**config.mk**
```make
export PLATFORM = sky130hd
export DESIGN_NAME = lbk_tail_fifo
export DESIGN_NICKNAME = d
export VERILOG_FILES = /design/src/rtl/lbk_pkg.sv /design/src/rtl/lbk_strobe_sync.sv /design/src/rtl/lbk_tail_store.sv /design/src/rtl/lbk_rd_ptr.sv /design/src/rtl/lbk_tail_fifo.sv
export SDC_FILE = /design/constraint.sdc
export NUM_CORES = 1
export LEC_CHECK = 0
export ABC_AREA = 0
export BUFFER_PORTS_ARGS = -buffer_cell sky130_fd_sc_hd__buf_2
export CAP_MARGIN = 5
export CORE_AREA = 8 8 95 97
export CTS_CLUSTER_DIAMETER = 50
export DETAILED_ROUTE_END_ITERATION = 7
export DIE_AREA = 0 0 103 105
export PLACE_DENSITY = 0.72
export RECOVER_POWER = 100
export SLEW_MARGIN = 40
export SYNTH_ARGS = -nofsm -noshare
export SYNTH_HDL_FRONTEND = slang
export SYNTH_HIERARCHICAL = 1
export SYNTH_SLANG_ARGS = --single-unit
```
**constraint.sdc**
```tcl
create_clock -name clk -period 2.3 [get_ports clk]
set_input_delay 0.345 -clock clk [delete_from_list [all_inputs] [get_ports clk]]
set_output_delay 0.345 -clock clk [all_outputs]
set_load 0.01 [all_outputs]
```
**src/rtl/lbk_pkg.sv**
```systemverilog
package lbk_pkg;

    localparam int BYTE_W = 8;

    typedef logic [BYTE_W-1:0] byte_t;

    typedef struct packed {
        logic  last;
        byte_t data;
    } rx_beat_t;

    function automatic int ptr_width(input int depth);
        return (depth > 1) ? $clog2(depth) : 1;
    endfunction

endpackage

```
**src/rtl/lbk_strobe_sync.sv**
```systemverilog
module lbk_strobe_sync #(
    parameter int STAGES = 2
) (
    input  logic clk,
    input  logic rst,
    input  logic strobe_async,
    output logic adv_pulse,
    output logic busy
);
    logic [STAGES-1:0] chain;
    logic              seen;

    always_ff @(posedge clk) begin
        if (rst) chain[0] <= 1'b0;
        else     chain[0] <= strobe_async;
    end

    for (genvar g = 1; g < STAGES; g++) begin : g_stage
        always_ff @(posedge clk) begin
            if (rst) chain[g] <= 1'b0;
            else     chain[g] <= chain[g-1];
        end
    end

    always_ff @(posedge clk) begin
        if (rst) seen <= 1'b0;
        else     seen <= chain[STAGES-1];
    end

    assign adv_pulse = chain[STAGES-1] & ~seen;
    assign busy      = (strobe_async | (|chain)) & ~seen;

endmodule

```
**src/rtl/lbk_tail_store.sv**
```systemverilog
module lbk_tail_store
    import lbk_pkg::*;
#(
    parameter int DEPTH = 8,
    parameter int PTR_W = 3,
    parameter int CNT_W = 4
) (
    input  logic             clk,
    input  logic             rst,
    input  logic             beat_vld,
    input  rx_beat_t         beat,
    input  logic [PTR_W-1:0] rd_sel,
    output byte_t            rd_byte,
    output logic [CNT_W-1:0] cnt,
    output logic             closed,
    output logic             load_vld,
    output logic [PTR_W-1:0] load_ptr
);
    byte_t            mem [DEPTH];
    logic [PTR_W-1:0] wptr;
    logic [CNT_W-1:0] cnt_next;
    logic [PTR_W-1:0] wptr_next;

    for (genvar g = 0; g < DEPTH; g++) begin : g_cell
        always_ff @(posedge clk) begin
            if (rst)
                mem[g] <= '0;
            else if (beat_vld && wptr == PTR_W'(g))
                mem[g] <= beat.data;
        end
    end

    always_comb begin
        wptr_next = wptr + PTR_W'(1);
        if (closed)
            cnt_next = CNT_W'(1);
        else if (cnt == CNT_W'(DEPTH))
            cnt_next = cnt;
        else
            cnt_next = cnt + CNT_W'(1);
    end

    always_ff @(posedge clk) begin
        if (rst) begin
            wptr   <= '0;
            cnt    <= '0;
            closed <= 1'b0;
        end else if (beat_vld) begin
            wptr   <= wptr_next;
            cnt    <= cnt_next;
            closed <= beat.last;
        end
    end

    assign load_vld = beat_vld & beat.last;
    assign load_ptr = wptr_next - PTR_W'(cnt_next);
    assign rd_byte  = mem[rd_sel];

endmodule

```
**src/rtl/lbk_rd_ptr.sv**
```systemverilog
module lbk_rd_ptr #(
    parameter int PTR_W = 3
) (
    input  logic             clk,
    input  logic             rst,
    input  logic             load_vld,
    input  logic [PTR_W-1:0] load_ptr,
    input  logic             adv,
    output logic [PTR_W-1:0] rptr
);
    always_ff @(posedge clk) begin
        if (rst)
            rptr <= '0;
        else if (load_vld)
            rptr <= load_ptr;
        else if (adv)
            rptr <= rptr + PTR_W'(1);
    end
endmodule

```
**src/rtl/lbk_tail_fifo.sv**
```systemverilog
module lbk_tail_fifo
    import lbk_pkg::*;
#(
    parameter int DEPTH       = 8,
    parameter int SYNC_STAGES = 2,
    localparam int PTR_W      = ptr_width(DEPTH),
    localparam int CNT_W      = $clog2(DEPTH + 1)
) (
    input  logic              clk,
    input  logic              rst,
    input  logic              rx_valid,
    input  logic [BYTE_W-1:0] rx_data,
    input  logic              rx_eop,
    input  logic              host_rd,
    output logic [BYTE_W-1:0] rd_data,
    output logic              rd_wait,
    output logic [CNT_W-1:0]  valid_cnt
);
    rx_beat_t         beat;
    logic             adv;
    logic             pkt_closed;
    logic             load_vld;
    logic [PTR_W-1:0] load_ptr;
    logic [PTR_W-1:0] rd_ptr;

    assign beat.last = rx_eop;
    assign beat.data = rx_data;

    lbk_strobe_sync #(.STAGES(SYNC_STAGES)) u_sync (
        .clk          (clk),
        .rst          (rst),
        .strobe_async (host_rd),
        .adv_pulse    (adv),
        .busy         (rd_wait)
    );

    lbk_tail_store #(.DEPTH(DEPTH), .PTR_W(PTR_W), .CNT_W(CNT_W)) u_store (
        .clk      (clk),
        .rst      (rst),
        .beat_vld (rx_valid),
        .beat     (beat),
        .rd_sel   (rd_ptr),
        .rd_byte  (rd_data),
        .cnt      (valid_cnt),
        .closed   (pkt_closed),
        .load_vld (load_vld),
        .load_ptr (load_ptr)
    );

    lbk_rd_ptr #(.PTR_W(PTR_W)) u_rptr (
        .clk      (clk),
        .rst      (rst),
        .load_vld (load_vld),
        .load_ptr (load_ptr),
        .adv      (adv),
        .rptr     (rd_ptr)
    );

endmodule

```
==> results of run 1 <==
## state kept, by name, summed over array words and instances (netlist names)
signal          cells
u_rptr/rptr         3
u_store/mem        64
u_store/closed      1
u_store/cnt         4
u_store/wptr        3
u_sync/chain        2
u_sync/seen         1
## layout by cell type (no fill, tap or decap), types with 8 or more instances in the layout
master,n
ha_1,8
edfxtp_1,64
buf_2,24
nor2_1,10
dfxtp_1,11
inv_1,11
mux2_2,8
buf_4,13
nand2_1,10
and2_1,41
mux4_1,13
clkbuf_8,9
and3_1,24
## area by class of cell
type | count | area [um^2] | area share, %
Tap cell | 102 | 128 | 2.90
Inverter | 13 | 51.3 | 1.17
Sequential cell | 78 | 2210 | 50.3
Clock buffer | 9 | 124 | 2.82
Timing Repair Buffer | 40 | 267 | 6.06
Multi-Input combinational cell | 167 | 1520 | 34.6
Clock inverter | 7 | 97.6 | 2.22
## layer usage
metal | share of wire (%) | up-vias | GRT usage, %
met5 | 0 | - | 0
met4 | 1.8 | 0 | 7.03
met3 | 4.8 | 11 | 3.58
met2 | 52 | 73 | 25.8
met1 | 42 | 1105 | 18.0
li1 | - | 1083 | -
## metrics by stage
stage	setup TNS, ns	power (mW)
finish	0	3.22
global route	-0.00753	3.35
CTS	0	3.23
floorplan	0	1.95
detailed placement	0	2.11
global placement	0	2.09
## worst reg2reg max path, delay by kind of cell, from the launching register on
kind	cells	cell delay [ns]
adder cells (fa/ha/maj)	3	0.66
AO/OA/AOI/OAI	1	0.27
XOR/XNOR	3	0.47
flip-flops	1	0.36
buffers and inverters	2	0.12
AND/OR/NAND/NOR	2	0.17
## report_power, final
part | switching [mW] | internal (mW)
clock | 0.507 | 0.614
combinational | 0.236 | 0.217
sequential | 0.0380 | 1.60
## kinds of logic (layout without fill, tap and decap cells)
kind of cell | Yosys count | count (layout) | synth area share, %
AND/OR/NAND/NOR | 108 | 108 | 16.6
flip-flops | 78 | 78 | 57.7
multiplexers | 29 | 29 | 14.5
buffers and inverters | 27 | 69 | 3.35
AO/OA/AOI/OAI | 13 | 13 | 2.59
adder cells (fa/ha/maj) | 11 | 11 | 3.81
XOR/XNOR | 6 | 6 | 1.38
## final timing paths
path | startpoint | to | cells past startpoint | slack (ns)
min | host_rd | u_sync/chain[0] | 2 | 0.22
max reg2reg | u_store/cnt[0] | u_rptr/rptr[2] | 11 | 0.16
max | u_rptr/rptr[0] | rd_data[2] | 4 | 0.07
min reg2reg | u_sync/chain[0] | u_sync/chain[1] | 1 | 0.49
## what timing repair did
item                                    4_1_cts  5_1_grt
setup buffers                                 1        0
hold endpoints to repair                      0        0
cloned                                        0        1
pin swaps                                     0        7
endpoints found under the setup margin        2        7
gates resized for setup                       1       10
==> flow_metrics.py, run 1 <==
metrics = {
    "outcome": {
        "status": "finished, final reports clean",
    },
    "timing": {
        "max_slew_margin_pct": 50.1,
        "whs_ns": 0.222,
        "period_needed_ns": 2.23,
        "finalMaxSlewViolations": 0,
        "timing.fmax_ghz": 0.448,
        "fin_ws_ns": 0.0688,
        "tightest_slew_ns": 0.745,
        "clock_skew_ns": 0.0106,
        "rsz0062_at_grt": "true",
        "setup_viol": 0,
        "post-route-period-util_pct": 97.0,
        "hold_viol_final": 0,
    },
    "detailed_routing": {
        "ant_nets": 0,
        "drc": 0,
        "drt-pass1-iter-count": 5,
        "drt-total-wl_um": 8040,
        "vias": 2272,
        "wl_per_cell_um": 19.3,
        "vias_per_cell": 5.46,
        "first_iter_violations": 219,
    },
    "synth": {
        "yosysSeqAreaShare_pct": 57.7,
        "synthDistinctLibCells": 36,
        "synthMostInstantiatedCell": "edfxtp_1",
        "ys_seq_elements": 78,
        "synthArstFlopShare_pct": 0,
        "synth.area.top_cells": "edfxtp_1 50%, mux4_1 9.6%, dfxtp_1 7.3%",
        "synth_largest_area_cell": "edfxtp_1",
        "synth_nets": 296,
        "ys.flop_type": "edfxtp_1",
        "synth_edf_count": 64,
        "postSynthAreaPerCell_um2": 14.0,
        "syn-cell-area_um2": 3810,
        "synth_top_area_share_pct": 50.4,
        "syn_inst": 272,
        "synthTopCellsByCount": "64 x edfxtp_1, 41 x and2_1, 24 x and3_1",
        "yosys_warnings": 6,
    },
    "worst_setup_path": {
        "crit_arrival_ns": 1.89,
        "cp.required_ns": 1.96,
        "cp-end-kind": "primary output",
        "cp_slowest_cell": "mux4_1",
        "cp_max_fo": 8,
        "critPathLaunchType": "register",
        "cp_cell_sequence": "clkbuf_16 -> mux4_1 -> mux2_2 -> buf_2",
        "path_delay_family": "multiplexers",
        "slowest_delay_ns": 0.55,
        "crit_buf_inv": 2,
        "crit_type": "reg2out",
    },
    "grt": {
        "grt_use_total_pct": 15.4,
        "grt-ovfl-total": 0,
        "first_global_vias": 2364,
        "grt_start_max_net_pins": 25,
        "antenna_found_initial": 0,
        "grt_pass1_wl_um": 12200,
    },
    "clocking": {
        "hold_buffers": 0,
        "cts-root-buf": "clkbuf_8",
        "cts_tree": "done",
        "cts.htree.levels": 3,
        "cts.clk_slew.worst_paths_ns": 0.08,
        "clock_latency_ns": 0.35,
        "clock_path_buffers": 2,
        "cts_made_buffers": 9,
        "clock-sinks": 78,
    },
    "layout": {
        "fin_nets": 333,
        "area_growth_syn_to_layout_pct": 15.3,
        "utilization_pct": 58.4,
        "nFillCells": 647,
        "layout.cell_area.non_filler_um2": 4400,
        "diodes": 0,
        "layout.cells.non_filler": 416,
        "drive_gt1_share_pct": 25.5,
    },
    "run": {
        "max_cap_viol_count": 0,
    },
    "floorplanning": {
        "die_w_um": 103,
        "dieArea_um2": 10800,
        "start_util_pct": 50.7,
        "ios": 26,
        "die_h_um": 105,
        "core_area_um2": 7530,
        "rows": 32,
    },
    "power": {
        "vdd_drop_max_mv": 0.374,
        "p_per_area_nw_per_um2": 731,
        "leakage_nw": 1.86,
    },
    "placed_design": {
        "dp_hpwl_um": 5400,
        "place_area_um2": 4120,
        "placed_cells": 398,
        "gp_congestion": 0.766,
        "numPortBuffers": 25,
        "post-place-ws_ns": 0.0491,
    },
    "hold_path": {
        "hp-class": "in2reg",
    },
}
(Power assumes the default switching activity.)
==> inputs of run 2 (changes only) <==
--- a/config.mk
+++ b/config.mk
@@ -9,12 +9,12 @@
 export BUFFER_PORTS_ARGS = -buffer_cell sky130_fd_sc_hd__buf_2
 export CAP_MARGIN = 5
 export CORE_AREA = 8 8 95 97
+export CTS_BUF_LIST = sky130_fd_sc_hd__clkbuf_2 sky130_fd_sc_hd__clkbuf_4 sky130_fd_sc_hd__clkbuf_8
 export CTS_CLUSTER_DIAMETER = 50
 export DETAILED_ROUTE_END_ITERATION = 7
 export DIE_AREA = 0 0 103 105
 export PLACE_DENSITY = 0.72
 export RECOVER_POWER = 100
-export SLEW_MARGIN = 40
 export SYNTH_ARGS = -nofsm -noshare
 export SYNTH_HDL_FRONTEND = slang
 export SYNTH_HIERARCHICAL = 1
==> flow_metrics.py, run 2 (synthesis results as in run 1) <==
metrics = {
    "power": {
        "leakage_nw": 1.83,
        "p_per_area_nw_per_um2": 695,
        "swShare_pct": 26.3,
        "vdd_drop_max_mv": 0.251,
        "switching_power_uw": 792,
        "pwr-share-comb_pct": 14.9,
        "finalPower_mw": 3.01,
        "clkPwrFrac_pct": 30.6,
        "power_frac_seq_pct": 54.5,
        "p_int_mw": 2.22,
    },
    "timing": {
        "rsz0062_at_grt": "true",
        "hold_viol_final": 0,
        "post-route-period-util_pct": 97.0,
        "finalMaxSlewViolations": 0,
        "setup_viol": 0,
        "setup_tns_ns": 0,
        "max_slew_margin_pct": 14.1,
        "period_needed_ns": 2.23,
        "clock_skew_ns": 0.0115,
        "fin_ws_ns": 0.0688,
        "timing.fmax_ghz": 0.448,
        "tightest_slew_ns": 1.29,
    },
    "detailed_routing": {
        "vias": 2252,
        "vias_per_cell": 5.40,
        "wl_per_cell_um": 19.2,
        "ant_nets": 0,
        "drc": 0,
        "first_iter_violations": 139,
        "drt-total-wl_um": 7990,
        "drt-pass1-iter-count": 4,
    },
    "layout": {
        "final_common_cell": "edfxtp_1",
        "final_cell_mix": "64 x edfxtp_1, 41 x and2_1, 24 x buf_2, 24 x and3_1, 13 x mux4_1",
        "drive_gt1_share_pct": 24.1,
        "area_growth_syn_to_layout_pct": 13.7,
        "top_register": "u_store/mem",
        "layout.cells.non_filler": 417,
        "largestRegisters": "u_store/mem (64), u_store/cnt (4)",
        "diodes": 0,
        "fin_nets": 334,
        "largest_register_ffs": 64,
    },
    "worst_setup_path": {
        "cp_cell_sequence": "buf_12 -> mux4_1 -> mux2_2 -> buf_2",
        "crit_type": "reg2out",
        "slowest_delay_ns": 0.58,
        "critPathLaunchType": "register",
        "cp-end-kind": "primary output",
        "cp_slowest_cell": "mux4_1",
        "crit_buf_inv": 2,
        "cp.required_ns": 1.96,
        "cp_max_fo": 9,
        "crit_arrival_ns": 1.89,
        "path_delay_family": "multiplexers",
    },
    "clocking": {
        "clock_path_buffers": 2,
        "clock_latency_ns": 0.35,
        "cts-root-buf": "clkbuf_8",
        "cts.htree.levels": 3,
        "cts.clk_slew.worst_paths_ns": 0.08,
        "clock-sinks": 78,
        "cts_tree": "done",
        "cts_made_buffers": 9,
    },
    "grt": {
        "grt_use_total_pct": 15.3,
        "antenna_found_initial": 0,
        "first_global_vias": 2351,
        "grt_start_max_net_pins": 25,
        "grt_pass1_wl_um": 12200,
        "grt-ovfl-total": 0,
    },
    "floorplanning": {
        "die_w_um": 103,
        "core_area_um2": 7530,
        "start_util_pct": 50.7,
        "rows": 32,
        "die_h_um": 105,
        "dieArea_um2": 10800,
        "ios": 26,
    },
    "run": {
        "max_cap_viol_count": 0,
    },
    "placed_design": {
        "gp_congestion": 0.766,
        "dp_hpwl_um": 5390,
        "post-place-ws_ns": 0.0510,
        "placed_cells": 398,
        "numPortBuffers": 25,
    },
    "hold_path": {
        "hp-class": "in2reg",
    },
    "outcome": {
        "status": "finished, final reports clean",
    },
}
run 2: stage by stage:
stage | area, um^2 | hold WS, ns | util (%)
2_1_floorplan | 3820 | 0.418 | -
3_5_place_dp | 4100 | 0.477 | 54.5
5_1_grt | 4340 | 0.231 | 57.6
4_1_cts | 4280 | 0.200 | 56.8
3_3_place_gp | 4100 | 0.461 | 54.5
6_report | 4340 | 0.223 | 57.6
run 2: repair_timing:
action	4_1_cts	5_1_grt
cloned	0	1
hold buffers	0	0
endpoints found under the setup margin	1	7
pin swaps	0	7
setup buffers	0	1
gates resized for setup	1	10
run 2: area by class of cell:
| cell class | instances | area, um^2 |
|---|---|---|
| tap | 102 | 128 |
| inverter | 13 | 51.3 |
| fill | 646 | 3190 |
| multi-input combinational | 167 | 1500 |
| clock buffer | 9 | 124 |
| timing repair buffer | 41 | 267 |
| clock inverter | 7 | 55.1 |
| sequential | 78 | 2210 |
run 2: routing by layer:
layer  part of all wire [%]  routed length (um)  vias up  global-route usage [%]
met3                    5.4                 431        6                    3.45
met2                     52                4170       62                    26.1
met5                      0                   0        -                       0
met4                   0.95                  76        0                    6.72
li1                       -                   -     1082                       -
met1                     41                3300     1102                    17.7
run 2: worst paths after layout:
kind,from,end,slack (ns),depth (start not counted)
worst max-delay path,u_rptr/rptr[0],rd_data[6],0.07,4
worst min register to register,u_sync/chain[0],u_sync/chain[1],0.49,1
worst max register to register,u_store/cnt[0],u_rptr/rptr[2],0.17,11
worst min-delay path,host_rd,u_sync/chain[0],0.22,2
run 2: power groups by stage:
stage / clock, mW / combinational (mW) / sequential (mW)
floorplan: 0 / 0.291 / 1.66
global placement: 0 / 0.423 / 1.67
detailed placement: 0 / 0.435 / 1.67
CTS: 0.949 / 0.437 / 1.64
global route: 1.00 / 0.495 / 1.65
finish: 0.922 / 0.450 / 1.64
